$ cat src/rtl/lli_chain_pkg.sv
package lli_chain_pkg;

  typedef enum logic [1:0] {
    ST_IDLE  = 2'd0,
    ST_XFER  = 2'd1,
    ST_FETCH = 2'd2,
    ST_DONE  = 2'd3
  } seqState_t;

  typedef struct packed {
    logic       swWrite;
    logic       beatStep;
    logic       wordCapture;
    logic [1:0] wordIdx;
    logic       descLoad;
  } seqStrobe_t;

  localparam logic [1:0] SEL_SRC  = 2'd0;
  localparam logic [1:0] SEL_DST  = 2'd1;
  localparam logic [1:0] SEL_NEXT = 2'd2;
  localparam logic [1:0] SEL_CTRL = 2'd3;

endpackage

$ cat src/rtl/lli_chain_ctrl.sv
module lli_chain_ctrl
  import lli_chain_pkg::*;
#(
  parameter int CNT_W = 12
) (
  input  logic             clk,
  input  logic             rstN,
  input  logic             regWe,
  input  logic             startCmd,
  input  logic [CNT_W-1:0] startCount,
  input  logic             beatAck,
  input  logic             fetchAck,
  input  logic [CNT_W-1:0] fetchCount,
  input  logic [CNT_W-1:0] curCount,
  input  logic             curChainEnd,
  input  logic             curSel,
  input  logic             bufChainEnd,
  input  logic             bufSel,
  output seqStrobe_t       strobe,
  output logic             beatReq,
  output logic             fetchReq,
  output logic             fetchSel,
  output logic             chanEnabled,
  output logic             chanActive
);

  seqState_t state;
  logic [1:0] wordIdx;
  logic       selReg;
  logic       enReg;

  always_comb begin
    strobe             = '0;
    strobe.swWrite     = regWe && (state == ST_IDLE);
    strobe.beatStep    = (state == ST_XFER) && beatAck;
    strobe.wordCapture = (state == ST_FETCH) && fetchAck;
    strobe.wordIdx     = wordIdx;
    strobe.descLoad    = (state == ST_FETCH) && fetchAck && (wordIdx == 2'd3);
  end

  assign beatReq     = (state == ST_XFER);
  assign fetchReq    = (state == ST_FETCH);
  assign fetchSel    = selReg;
  assign chanEnabled = enReg;
  assign chanActive  = (state != ST_IDLE);

  always_ff @(posedge clk or negedge rstN) begin
    if (!rstN) begin
      state   <= ST_IDLE;
      wordIdx <= 2'd0;
      selReg  <= 1'b0;
      enReg   <= 1'b0;
    end else begin
      unique case (state)
        ST_IDLE: begin
          if (regWe && startCmd) begin
            enReg <= 1'b1;
            if (startCount != '0) begin
              state <= ST_XFER;
            end else if (!curChainEnd) begin
              state   <= ST_FETCH;
              wordIdx <= 2'd0;
              selReg  <= curSel;
            end else begin
              state <= ST_DONE;
            end
          end
        end
        ST_XFER: begin
          if (beatAck && (curCount == CNT_W'(1))) begin
            if (!curChainEnd) begin
              state   <= ST_FETCH;
              wordIdx <= 2'd0;
              selReg  <= curSel;
            end else begin
              state <= ST_DONE;
            end
          end
        end
        ST_FETCH: begin
          if (fetchAck) begin
            if (wordIdx == 2'd3) begin
              wordIdx <= 2'd0;
              if (fetchCount != '0) begin
                state <= ST_XFER;
              end else if (!bufChainEnd) begin
                state  <= ST_FETCH;
                selReg <= bufSel;
              end else begin
                state <= ST_DONE;
              end
            end else begin
              wordIdx <= wordIdx + 2'd1;
            end
          end
        end
        ST_DONE: begin
          state <= ST_IDLE;
          enReg <= 1'b0;
        end
        default: state <= ST_IDLE;
      endcase
    end
  end

endmodule

$ cat src/rtl/lli_chain_dp.sv
module lli_chain_dp
  import lli_chain_pkg::*;
#(
  parameter int SRC_LOG2 = 2,
  parameter int DST_LOG2 = 2,
  parameter int CNT_W    = 12
) (
  input  logic             clk,
  input  logic             rstN,
  input  seqStrobe_t       strobe,
  input  logic [1:0]       regAddr,
  input  logic [31:0]      regWdata,
  input  logic [31:0]      fetchWord,
  input  logic             chanEnabled,
  output logic [31:0]      regRdata,
  output logic [31:0]      srcAddr,
  output logic [31:0]      dstAddr,
  output logic [31:0]      fetchAddr,
  output logic [31:0]      nextPtr,
  output logic [CNT_W-1:0] curCount,
  output logic             curChainEnd,
  output logic             curSel,
  output logic             bufChainEnd,
  output logic             bufSel
);

  localparam logic [31:0] SRC_STEP = 32'(1) << SRC_LOG2;
  localparam logic [31:0] DST_STEP = 32'(1) << DST_LOG2;
  localparam int          PAD_W    = 31 - CNT_W;

  logic [31:0] srcReg, dstReg, nextReg;
  logic [CNT_W-1:0] cntReg;
  logic [31:0] bufSrc, bufDst, bufNext;

  function automatic logic [31:0] maskNext(input logic [31:0] w);
    return {w[31:2], 1'b0, w[0]};
  endfunction

  always_ff @(posedge clk or negedge rstN) begin
    if (!rstN) begin
      srcReg  <= '0;
      dstReg  <= '0;
      nextReg <= '0;
      cntReg  <= '0;
    end else if (strobe.swWrite) begin
      unique case (regAddr)
        SEL_SRC:  srcReg  <= regWdata;
        SEL_DST:  dstReg  <= regWdata;
        SEL_NEXT: nextReg <= maskNext(regWdata);
        SEL_CTRL: cntReg  <= regWdata[CNT_W-1:0];
        default:  ;
      endcase
    end else if (strobe.descLoad) begin
      srcReg  <= bufSrc;
      dstReg  <= bufDst;
      nextReg <= maskNext(bufNext);
      cntReg  <= fetchWord[CNT_W-1:0];
    end else if (strobe.beatStep) begin
      srcReg <= srcReg + SRC_STEP;
      dstReg <= dstReg + DST_STEP;
      cntReg <= cntReg - CNT_W'(1);
    end
  end

  always_ff @(posedge clk or negedge rstN) begin
    if (!rstN) begin
      bufSrc  <= '0;
      bufDst  <= '0;
      bufNext <= '0;
    end else if (strobe.wordCapture) begin
      unique case (strobe.wordIdx)
        2'd0:    bufSrc  <= fetchWord;
        2'd1:    bufDst  <= fetchWord;
        2'd2:    bufNext <= fetchWord;
        default: ;
      endcase
    end
  end

  always_comb begin
    unique case (regAddr)
      SEL_SRC:  regRdata = srcReg;
      SEL_DST:  regRdata = dstReg;
      SEL_NEXT: regRdata = nextReg;
      default:  regRdata = {chanEnabled, {PAD_W{1'b0}}, cntReg};
    endcase
  end

  assign srcAddr     = srcReg;
  assign dstAddr     = dstReg;
  assign nextPtr     = nextReg;
  assign curCount    = cntReg;
  assign fetchAddr   = {nextReg[31:2] + 30'(strobe.wordIdx), 2'b00};
  assign curChainEnd = (nextReg[31:2] == '0);
  assign curSel      = nextReg[0];
  assign bufChainEnd = (bufNext[31:2] == '0);
  assign bufSel      = bufNext[0];

endmodule

$ cat src/rtl/lli_chain_seq.sv
module lli_chain_seq
  import lli_chain_pkg::*;
#(
  parameter int SRC_LOG2 = 2,
  parameter int DST_LOG2 = 2,
  parameter int CNT_W    = 12
) (
  input  logic        clk,
  input  logic        rstN,
  input  logic        regWe,
  input  logic [1:0]  regAddr,
  input  logic [31:0] regWdata,
  output logic [31:0] regRdata,
  output logic        chanEnabled,
  output logic        chanActive,
  output logic        beatReq,
  input  logic        beatAck,
  output logic [31:0] beatSrcAddr,
  output logic [31:0] beatDstAddr,
  output logic        m1Req,
  output logic [31:0] m1Addr,
  input  logic        m1Ack,
  input  logic [31:0] m1Data,
  output logic        m2Req,
  output logic [31:0] m2Addr,
  input  logic        m2Ack,
  input  logic [31:0] m2Data
);

  seqStrobe_t       strobe;
  logic             fetchReq, fetchSel, fetchAck;
  logic [31:0]      fetchWord, fetchAddr, nextPtr;
  logic [CNT_W-1:0] curCount;
  logic             curChainEnd, curSel, bufChainEnd, bufSel;

  assign fetchAck  = fetchSel ? m2Ack : m1Ack;
  assign fetchWord = fetchSel ? m2Data : m1Data;
  assign m1Req     = fetchReq && !fetchSel;
  assign m2Req     = fetchReq && fetchSel;
  assign m1Addr    = fetchAddr;
  assign m2Addr    = fetchAddr;

  lli_chain_ctrl #(.CNT_W(CNT_W)) u_ctrl (
    .clk        (clk),
    .rstN       (rstN),
    .regWe      (regWe),
    .startCmd   ((regAddr == SEL_CTRL) && regWdata[31]),
    .startCount (regWdata[CNT_W-1:0]),
    .beatAck    (beatAck),
    .fetchAck   (fetchAck),
    .fetchCount (fetchWord[CNT_W-1:0]),
    .curCount   (curCount),
    .curChainEnd(curChainEnd),
    .curSel     (curSel),
    .bufChainEnd(bufChainEnd),
    .bufSel     (bufSel),
    .strobe     (strobe),
    .beatReq    (beatReq),
    .fetchReq   (fetchReq),
    .fetchSel   (fetchSel),
    .chanEnabled(chanEnabled),
    .chanActive (chanActive)
  );

  lli_chain_dp #(.SRC_LOG2(SRC_LOG2), .DST_LOG2(DST_LOG2), .CNT_W(CNT_W)) u_dp (
    .clk        (clk),
    .rstN       (rstN),
    .strobe     (strobe),
    .regAddr    (regAddr),
    .regWdata   (regWdata),
    .fetchWord  (fetchWord),
    .chanEnabled(chanEnabled),
    .regRdata   (regRdata),
    .srcAddr    (beatSrcAddr),
    .dstAddr    (beatDstAddr),
    .fetchAddr  (fetchAddr),
    .nextPtr    (nextPtr),
    .curCount   (curCount),
    .curChainEnd(curChainEnd),
    .curSel     (curSel),
    .bufChainEnd(bufChainEnd),
    .bufSel     (bufSel)
  );

endmodule

$ cat config.mk
export PLATFORM = sky130hd
export DESIGN_NAME = lli_chain_seq
export DESIGN_NICKNAME = d
export VERILOG_FILES = /design/src/rtl/lli_chain_pkg.sv /design/src/rtl/lli_chain_ctrl.sv /design/src/rtl/lli_chain_dp.sv /design/src/rtl/lli_chain_seq.sv
export SDC_FILE = /design/constraint.sdc
export NUM_CORES = 1
export LEC_CHECK = 0
export ABC_AREA = 0
export BUFFER_PORTS_ARGS = -buffer_cell sky130_fd_sc_hd__clkbuf_2
export CORE_ASPECT_RATIO = 0.75
export CORE_UTILIZATION = 40
export CTS_CLUSTER_DIAMETER = 60
export CTS_CLUSTER_SIZE = 20
export DETAILED_ROUTE_END_ITERATION = 12
export PLACE_DENSITY = 0.68
export SLEW_MARGIN = 30
export SYNTH_ARGS = -nofsm -noshare
export SYNTH_HDL_FRONTEND = slang
export SYNTH_SLANG_ARGS = --single-unit
$ cat constraint.sdc
create_clock -name clk -period 5.14 [get_ports clk]
set_input_delay 0.257 -clock clk [delete_from_list [all_inputs] [get_ports clk]]
set_output_delay 0.257 -clock clk [all_outputs]
set_load 0.005 [all_outputs]
# After elaboration in Yosys (flattened, before gate mapping)

Cells that the tools add are included.

Logic and storage cells: 115
Register bits after elaboration: 210
Input port bits: 104
Output and inout bits: 165

Reductions and logical operators: 33
$add $sub $neg: 5
Equality and inequality tests: 21
Multiplexer cells: 45

Operators by type and width:

| operator                                           | number |
|---|---|
| two-way mux 32 bit                                 | 12 |
| one-hot mux 32 bit (3 select lines)                | 1 |
| adder 32 x 3 -> 32 bit, second input constant      | 2 |
| logical NOT 30 bit                                 | 2 |
| two-way mux 12 bit                                 | 4 |
| adder 30 x 2 -> 30 bit                             | 1 |
| two-way mux 2 bit                                  | 12 |
| nonzero test 12 bit                                | 2 |
| AND reduction 2 bit                                | 8 |
| != test 2 x 1 -> 1 bit, second input constant      | 7 |
| == test 12 x 1 -> 1 bit, second input constant     | 1 |
| == test 2 bit, second input constant               | 6 |
| two-way mux 1 bit                                  | 12 |
| subtractor 12 x 1 -> 12 bit, second input constant | 1 |
| logical AND 1 bit                                  | 9 |
| != test 2 bit, second input constant               | 4 |
| one-hot mux 2 bit (4 select lines)                 | 1 |
| AND reduction 8 bit                                | 1 |
| == test 2 x 1 -> 1 bit, second input constant      | 3 |
| logical NOT 2 bit                                  | 3 |
| one-hot mux 2 bit (3 select lines)                 | 1 |
| nonzero test 2 bit                                 | 3 |
| nonzero test 3 bit                                 | 2 |
| AND reduction 5 bit                                | 1 |
| 5 further kinds                                    | 5 |

# Depth between registers and ports, before layout

Gate-level depths: netlist (run 1).

Depth in word-level cells: 6
Mapped depth: 10
Mapped depth without buffers: 8

# By module

A second synthesis (run 1) with hierarchy kept.

Cells, all modules: 1342
Area total of the unflattened synthesis: 13043.8 µm²

Modules (own cells, without submodules):

| module         | cells each | area each (µm²) | times used | seq. area each (µm²) |
|---|---|---|---|---|
| lli_chain_dp   | 1210       | 11697.5         | 1          | 5054.8 |
| lli_chain_seq  | 72         | 802.0           | 1          | 0.0 |
| lli_chain_ctrl | 60         | 544.3           | 1          | 150.1 |

# Least setup slack after synthesis (run 1)

Ideal clock, no wire load.

Path kind: reg2out
From: reg u_ctrl.wordIdx[1]
To: out m2Addr[27]
Setup slack: 2.826 ns
Stages on the path, launching flop included: 9
Path buffers: 1
Data arrival time: 2.057 ns
Required time: 4.883 ns
Path through: dfrtp_1 ha_1 a21o_1 nand2_1 nor3_1 and4_1 nand4_1 xnor2_1 buf_4

Cells in the longest elaborated chain, start to end: 1

Ends and longest elaborated chain:

| item                     | line                 | text |
|---|---|---|
| start: declaration       | lli_chain_ctrl.sv:28 | `logic [1:0] wordIdx;` |
| start signal: assignment | lli_chain_ctrl.sv:93 | `wordIdx <= wordIdx + 2'd1;` |
| adder 30 x 2 -> 30 bit   | lli_chain_dp.sv:93   | `assign fetchAddr = {nextReg[31:2] + 30'(strobe.wordIdx), 2'b00};` |
| end: declaration         | lli_chain_seq.sv:25  | `output logic [31:0] m2Addr,` |

Every way passes these cells.

# Worst setup path in the final report (run 1)

From: reg u_dp.nextReg[2] (netlist: u_dp.nextPtr[2])
To: out m1Addr[28]

Cells in the longest elaborated chain, start to end: 1

Ends and longest elaborated chain:

| item                     | line                | text |
|---|---|---|
| start: declaration       | lli_chain_dp.sv:31  | `logic [31:0] srcReg, dstReg, nextReg;` |
| start signal: assignment | lli_chain_dp.sv:49  | `SEL_NEXT: nextReg <= maskNext(regWdata);` |
| start signal: assignment | lli_chain_dp.sv:56  | `nextReg <= maskNext(bufNext);` |
| adder 30 x 2 -> 30 bit   | lli_chain_dp.sv:93  |  |
| end: declaration         | lli_chain_seq.sv:21 | `output logic [31:0] m1Addr,` |

Every way passes these cells.

==> results of run 1 <==
cells in the mapped netlist (all sizes together) (4+ instances only):
library cell	count	area, um^2
o31a	6	52.6
nor2b	4	25.0
nand3	40	200
or3	6	42.5
a21o	19	143
a31oi	28	175
o22ai	7	43.8
nand2	248	931
xnor2	28	245
inv	20	75.1
and4	8	70.1
nor4	24	163
o21ai	192	961
o32a	8	80.1
and2	16	100
nor3	24	120
mux2i	57	571
o221ai	5	43.8
a21oi	74	370
a22o	11	96.3
buf	70	450
and3	18	113
dfrtp	208	5200
nand4	22	144
xor2	21	184
a211oi	4	30.0
nor2	72	270
a221oi	14	154
o311a	4	40.0
o211ai	14	105
ha	10	125
mux4	12	270
o22a	6	52.6
clkbuf	64	240
worst max-delay path: stages, from the launching register on:
cell,delay [ns]
dfrtp_1,0.63
ha_1,0.37
fa_1,0.32
nand2_1,0.13
nor3_1,0.53
nand4_1,0.30
nor2_1,0.19
xor2_1,0.21
clkbuf_2,0.15
logic make-up (layout without fill, tap and decap cells):
kind of cell,after synthesis,count (layout)
AOI/OAI and AO/OA,424,424
buffers and inverters,154,342
DFF,208,208
other,1,4
adders and majority gates,11,11
xor gates and xnor gates,49,49
muxes,71,71
and+or+nand+nor,497,497
power groups by stage:
stage	clock [mW]	sequential, mW	combinational (mW)
finish	1.51	3.45	3.31
global route	1.57	3.52	3.66
CTS	1.52	3.39	3.28
detailed placement	0	3.42	3.26
global placement	0	3.39	3.21
floorplan	0	2.91	2.19
registers in the layout, summed over array words and instances, names as in the netlist, 2 cells and up:
register	count
u_dp.bufDst	32
u_dp.dstAddr	32
u_dp.srcAddr	32
u_dp.curCount	12
u_dp.bufSrc	32
u_ctrl.wordIdx	2
u_ctrl.state	2
u_dp.nextPtr	31
u_dp.bufNext	31
area by class of cell:
class,instances,area (um^2)
repair buffers,289,1540
clock inverters,13,165
clock buffers,20,479
well taps,399,499
flip-flops and latches,208,5210
fillers,2937,15900
inverters,20,75.1
multi-input cells,1056,6430
worst max-delay path by stage:
stage | end | slack, ns | depth (start not counted)
after floorplan | m2Addr[27] | 2.83 | 8
after global placement | u_dp.dstAddr[5] | 2.09 | 6
after detailed placement | u_dp.srcAddr[4] | 2.00 | 6
after CTS | m1Addr[28] | 1.54 | 8
after global routing | m2Addr[26] | 1.36 | 8
final | m1Addr[28] | 1.52 | 8
repair_timing:
| item | CTS | global route |
|---|---|---|
| endpoints found under the setup margin | 0 | 0 |
| gates resized for setup | 0 | 0 |
| endpoints found under the hold margin | 88 | 0 |
| hold buffers | 2 | 0 |
per-layer routing:
metal / global-route usage, % / part of all wire (%) / up-vias
met3: 7.02 / 13 / 65
met2: 39.8 / 39 / 744
met4: 5.86 / 2.0 / 0
met1: 48.0 / 46 / 5791
met5: 0 / 0 / -
li1: - / - / 5436
==> flow_summary.yaml, run 1 <==
run_status:
  status: "completed"
sta:
  slew-limit-headroom_pct: 32.8
  min_period_over_period_pct: 70.4
  slew_viol_final: 0
  rsz0062_at_grt: "no"
  hold_ws_ns: 0.0500
  hold_viol: 0
  timing.final.ws_setup_ns: 1.52
  setup_viol: 0
  finClkSkew_ns: 0.0310
  setup_tns_ns: 0
  clock.fmax_mhz: 277
  worstMarginPinSlew_ns: 0.979
  period_needed_ns: 3.62
die:
  dieArea_um2: 31600
  die_width_um: 205
  ioPinCount: 269
  num_rows: 55
  core_um2: 30300
  die_y_um: 154
  start_util_pct: 40.8
critical_path:
  reg2reg_depth: 6
  crit_required_ns: 4.88
  cp.arrival_ns: 3.36
  regToRegSetupSlack_ns: 1.90
  path_class: "reg2out"
  r2r_end: "u_dp.srcAddr[5]"
  cp_max_fo: 5
  end_kind: "output port"
  worstReg2RegStart: "u_ctrl.state[1]"
  cp-start-kind: "flip-flop"
  crit_start: "u_dp.nextPtr[2]"
synthesis:
  synth_area_um2: 12400
  ys_seq_area_share_pct: 42.1
  synth-xor-area-share_pct: 3.47
  synthArstFlopShare_pct: 100
  synthMuxAreaShare_pct: 6.99
  synth_compound_area_share_pct: 21.2
  synth-edff-count: 0
  ys_seq_elements: 208
  synth_fa_ha_area_share_pct: 1.17
  synth_top_flop_cell: "dfrtp_1"
  synth-simple-area-share_pct: 18.8
  synth_top_family_by_area: "compound AO/OA/AOI/OAI gates"
  avgSynthCellArea_um2: 8.73
  synth-warning-count: 0
  synth.distinct_cells: 75
  netlist_instances: 1415
cts:
  cts_sinks: 208
  cts_tree: "done"
  cts_max_path_buffers: 3
  cts-root-buf: "clkbuf_16"
  clk_pin_slew_ns: 0.07
  clock_latency_ns: 0.53
  cts_setup_buffers: 0
  cts_buffers: 19
  htree_num_levels: 1
place:
  numPlacedInstances: 1970
  dp_hpwl_mm: 35.5
  portBuffers: 264
  place_ws_ns: 2.00
  place.gp.congestion: 0.931
  place_area_um2: 13700
pwr:
  power.density_nw_per_um2: 574
  p_leak_nw: 6.59
  p_clk_share_pct: 18.3
  seq_power_share_pct: 41.7
  ir_worst_vdd_v: 0.000205
  switchingPower_mw: 3.78
  p_int_mw: 4.49
  switching_share_pct: 45.7
  fin_total_pwr_mw: 8.27
  p_comb_share_pct: 40.0
routing:
  drt-pass1-iter-count: 8
  drc: 0
  wl_mm: 47.7
  drtAntennaViolNets: 0
  vias: 12036
  viasPerCell: 6.00
  drt_iter0_drc: 1673
  routedWlPerCell_um: 23.8
grt:
  grt_usage_pct: 29.9
  grt_pass1_wl_mm: 70.3
  gr-total-overflow: 0
  grt_pass1_vias: 10754
  antenna_found_initial: 1
  grt_max_degree: 122
min_path:
  worstHoldStart: "regWdata[1]"
  hold_depth: 3
  hold_end: "u_dp.dstAddr[1]"
  hold_path.class: "in2reg"
finish:
  post-route-util_pct: 47.5
  final_common_cell: "clkbuf_2"
  final_cell_mix: "clkbuf_2, nand2_1, dfrtp_1, o21ai_0, a21oi_1"
  area.growth.synth_to_final_pct: 16.5
  num_antenna_cells: 0
  final_cells: 2005
  final_cell_area_um2: 14400
  nets: 1709
  drive_gt1_share_pct: 22.4
job:
  cap_viol_max_count: 0
Power figures use the tool's default switching activity.
==> inputs of run 2 (changes only) <==
--- a/config.mk
+++ b/config.mk
@@ -5,14 +5,14 @@
 export SDC_FILE = /design/constraint.sdc
 export NUM_CORES = 1
 export LEC_CHECK = 0
-export ABC_AREA = 0
+export ABC_AREA = 1
 export BUFFER_PORTS_ARGS = -buffer_cell sky130_fd_sc_hd__clkbuf_2
 export CORE_ASPECT_RATIO = 0.75
 export CORE_UTILIZATION = 40
 export CTS_CLUSTER_DIAMETER = 60
 export CTS_CLUSTER_SIZE = 20
 export DETAILED_ROUTE_END_ITERATION = 12
-export PLACE_DENSITY = 0.68
+export PLACE_DENSITY = 0.67
 export SLEW_MARGIN = 30
 export SYNTH_ARGS = -nofsm -noshare
 export SYNTH_HDL_FRONTEND = slang
==> constraint.sdc (replaced) <==
create_clock -name clk -period 3.6 [get_ports clk]
set_input_delay 0.18 -clock clk [delete_from_list [all_inputs] [get_ports clk]]
set_output_delay 0.18 -clock clk [all_outputs]
set_load 0.005 [all_outputs]
==> flow_summary.yaml, run 2 <==
sta:
  hold_viol: 0
  finClkSkew_ns: 0.0128
  slew-limit-headroom_pct: 43.7
  worstMarginPinSlew_ns: 0.843
  slew_viol_final: 0
  period_needed_ns: 3.11
  setup_viol: 0
  clock.fmax_mhz: 321
  min_period_over_period_pct: 86.5
  setup_tns_ns: 0
  rsz0062_at_grt: "no"
critical_path:
  end_kind: "flip-flop"
  crit_required_ns: 3.97
  cp-start-kind: "flip-flop"
  cp.arrival_ns: 3.49
  path_class: "reg2reg"
  cp_max_fo: 34
die:
  dieArea_um2: 34900
  start_util_pct: 40.6
  core_um2: 33600
  num_rows: 58
  die_width_um: 215
  die_y_um: 162
  ioPinCount: 269
cts:
  cts-root-buf: "clkbuf_16"
  cts_max_path_buffers: 3
  clk_pin_slew_ns: 0.08
  cts_tree: "done"
  cts_setup_buffers: 0
  cts_sinks: 208
  cts-resized-gates: 0
  htree_num_levels: 1
  clock_latency_ns: 0.53
  cts_buffers: 21
routing:
  drtAntennaViolNets: 0
  drt_iter0_drc: 1868
  vias: 14803
  drt-pass1-iter-count: 5
  wl_mm: 57.1
  routedWlPerCell_um: 21.2
  viasPerCell: 5.48
  drc: 0
pwr:
  p_leak_nw: 7.95
  fin_total_pwr_mw: 14.1
  switching_share_pct: 50.1
  seq_power_share_pct: 34.1
  p_clk_share_pct: 17.5
  p_comb_share_pct: 48.4
  switchingPower_mw: 7.07
  ir_worst_vdd_v: 0.000346
  p_int_mw: 7.04
  power.density_nw_per_um2: 884
grt:
  grt_pass1_wl_mm: 84.6
  grt_usage_pct: 32.3
  antenna_found_initial: 0
  gr-total-overflow: 0
  grt_max_degree: 105
  grt_pass1_vias: 13250
finish:
  num_antenna_cells: 0
  final_cells: 2700
  final_cell_mix: "nand2_1, clkbuf_2, inv_1, o21ai_0, nor2_1"
  drive_gt1_share_pct: 15.6
  final_cell_area_um2: 16000
  area.growth.synth_to_final_pct: 16.9
  final_common_cell: "nand2_1"
  nFillCells: 3489
  nets: 2351
run_status:
  status: "completed"
synthesis:
  avgSynthCellArea_um2: 6.71
  synth_top_flop_cell: "dfrtp_1"
  netlist_instances: 2037
  synthArstFlopShare_pct: 100
  yosysTopAreaCellShare_pct: 38.1
  yosys.area.top_type: "dfrtp_1"
  ys_seq_elements: 208
  synth-edff-count: 0
  synth_most_common_cell: "nand2_1"
  synth_top_cells_by_area: "dfrtp_1, nand2_1, o21ai_0"
  synth_area_um2: 13700
  synth_common_cells: "nand2_1, inv_1, o21ai_0"
  ys_seq_area_share_pct: 38.1
  synth.distinct_cells: 48
  synth-warning-count: 0
job:
  cap_viol_max_count: 0
place:
  numPlacedInstances: 2661
  place.gp.congestion: 0.981
  portBuffers: 264
  place_area_um2: 15200
  dp_hpwl_mm: 44.7
min_path:
  hold_path.class: "in2reg"
==> run 2: changes by cell type in the layout (fill, tap and decap cells not counted), sizes merged, moves of 15 or more <==
| cell | before | now |
|---|---|---|
| nor2 | 72 | 250 |
| xnor2 | 28 | 3 |
| nor4 | 24 | 3 |
| a21o | 19 | 0 |
| and2 | 16 | 1 |
| and3 | 18 | 0 |
| inv | 25 | 267 |
| nand2 | 248 | 577 |
| mux2i | 57 | 1 |
| o21ai | 192 | 264 |
| nand3 | 40 | 83 |
| o221ai | 5 | 22 |
==> run 2: critical path, stage by stage, from the launching register on <==
cell and delay [ns]:
dfrtp_1 0.47, inv_1 0.11, nand2_1 0.06, nand2_1 0.25, nand3_4 0.39, nand2_2 0.65, inv_1 0.57, nand2_1 0.18
o211ai_1 0.10, nand2_1 0.07, o21ai_1 0.09
==> run 2: area by class of cell <==
cell class	count	area (um^2)	share of cell area, %
Inverter	266	1000	6.27
Timing Repair Buffer	287	1550	9.71
Multi-Input combinational cell	1452	6870	43.0
Sequential cell	208	5200	32.6
Clock inverter	16	246	1.54
Tap cell	450	563	3.53
Clock buffer	21	526	3.29
==> run 2: logic make-up after synthesis <==
kind of cell             Yosys count  synth area share [%]
buffers and inverters            380                  11.9
AO/OA/AOI/OAI                    422                  17.1
AND/OR/NAND/NOR                  971                  28.9
flip-flops                       208                  38.1
other                              1                0.0275
adder cells (fa/ha/maj)           11                  1.06
XOR/XNOR                          38                  2.44
multiplexers                       6                 0.485
==> run 2: worst paths after layout <==
check / startpoint / to / slack, ns / cells past startpoint
worst max-delay path: u_ctrl.fetchSel / u_dp.dstAddr[3] / 0.49 / 10
worst min-delay path: m1Data[29] / u_dp.bufSrc[29] / 0.01 / 5
worst max register to register: u_ctrl.fetchSel / u_dp.dstAddr[3] / 0.49 / 10
worst min register to register: u_dp.bufSrc[5] / u_dp.bufSrc[5] / 0.49 / 1
max in group asynchronous: rstN / u_dp.nextPtr[11] / 2.40 / 4
min in group asynchronous: rstN / u_dp.bufNext[25] / 0.10 / 2
==> run 2: stage by stage <==
stage	hold slack (ns)	utilization, %	worst slack [ns]
2_1_floorplan	-0.116	-	1.43
3_3_place_gp	0.358	45.1	0.717
3_5_place_dp	0.363	45.1	0.667
4_1_cts	0.00916	47.4	0.549
5_1_grt	0.0378	47.5	0.240
6_report	0.0110	47.5	0.486
==> run 2: layer usage <==
| layer | global-route usage, % | up-vias | routed length (um) |
|---|---|---|---|
| li1 | - | 6902 | - |
| met1 | 50.8 | 6963 | 26300 |
| met2 | 44.7 | 867 | 22600 |
| met3 | 7.75 | 71 | 7260 |
| met4 | 5.29 | 0 | 992 |
| met5 | 0 | - | 0 |
==> run 2: timing repair <==
| action | 4_1_cts | 5_1_grt |
|---|---|---|
| hold endpoints to repair | 102 | 0 |
| hold buffers | 1 | 0 |
| setup endpoints to repair | 0 | 0 |
==> run 2: power groups by stage <==
stage               Combinational, mW  Clock, mW  Sequential, mW
floorplan                        4.24          0            4.25
global placement                 6.58          0            4.75
detailed placement               6.65          0            4.79
CTS                              6.69       2.47            4.74
global route                     7.54       2.57            4.91
finish                           6.83       2.47            4.81
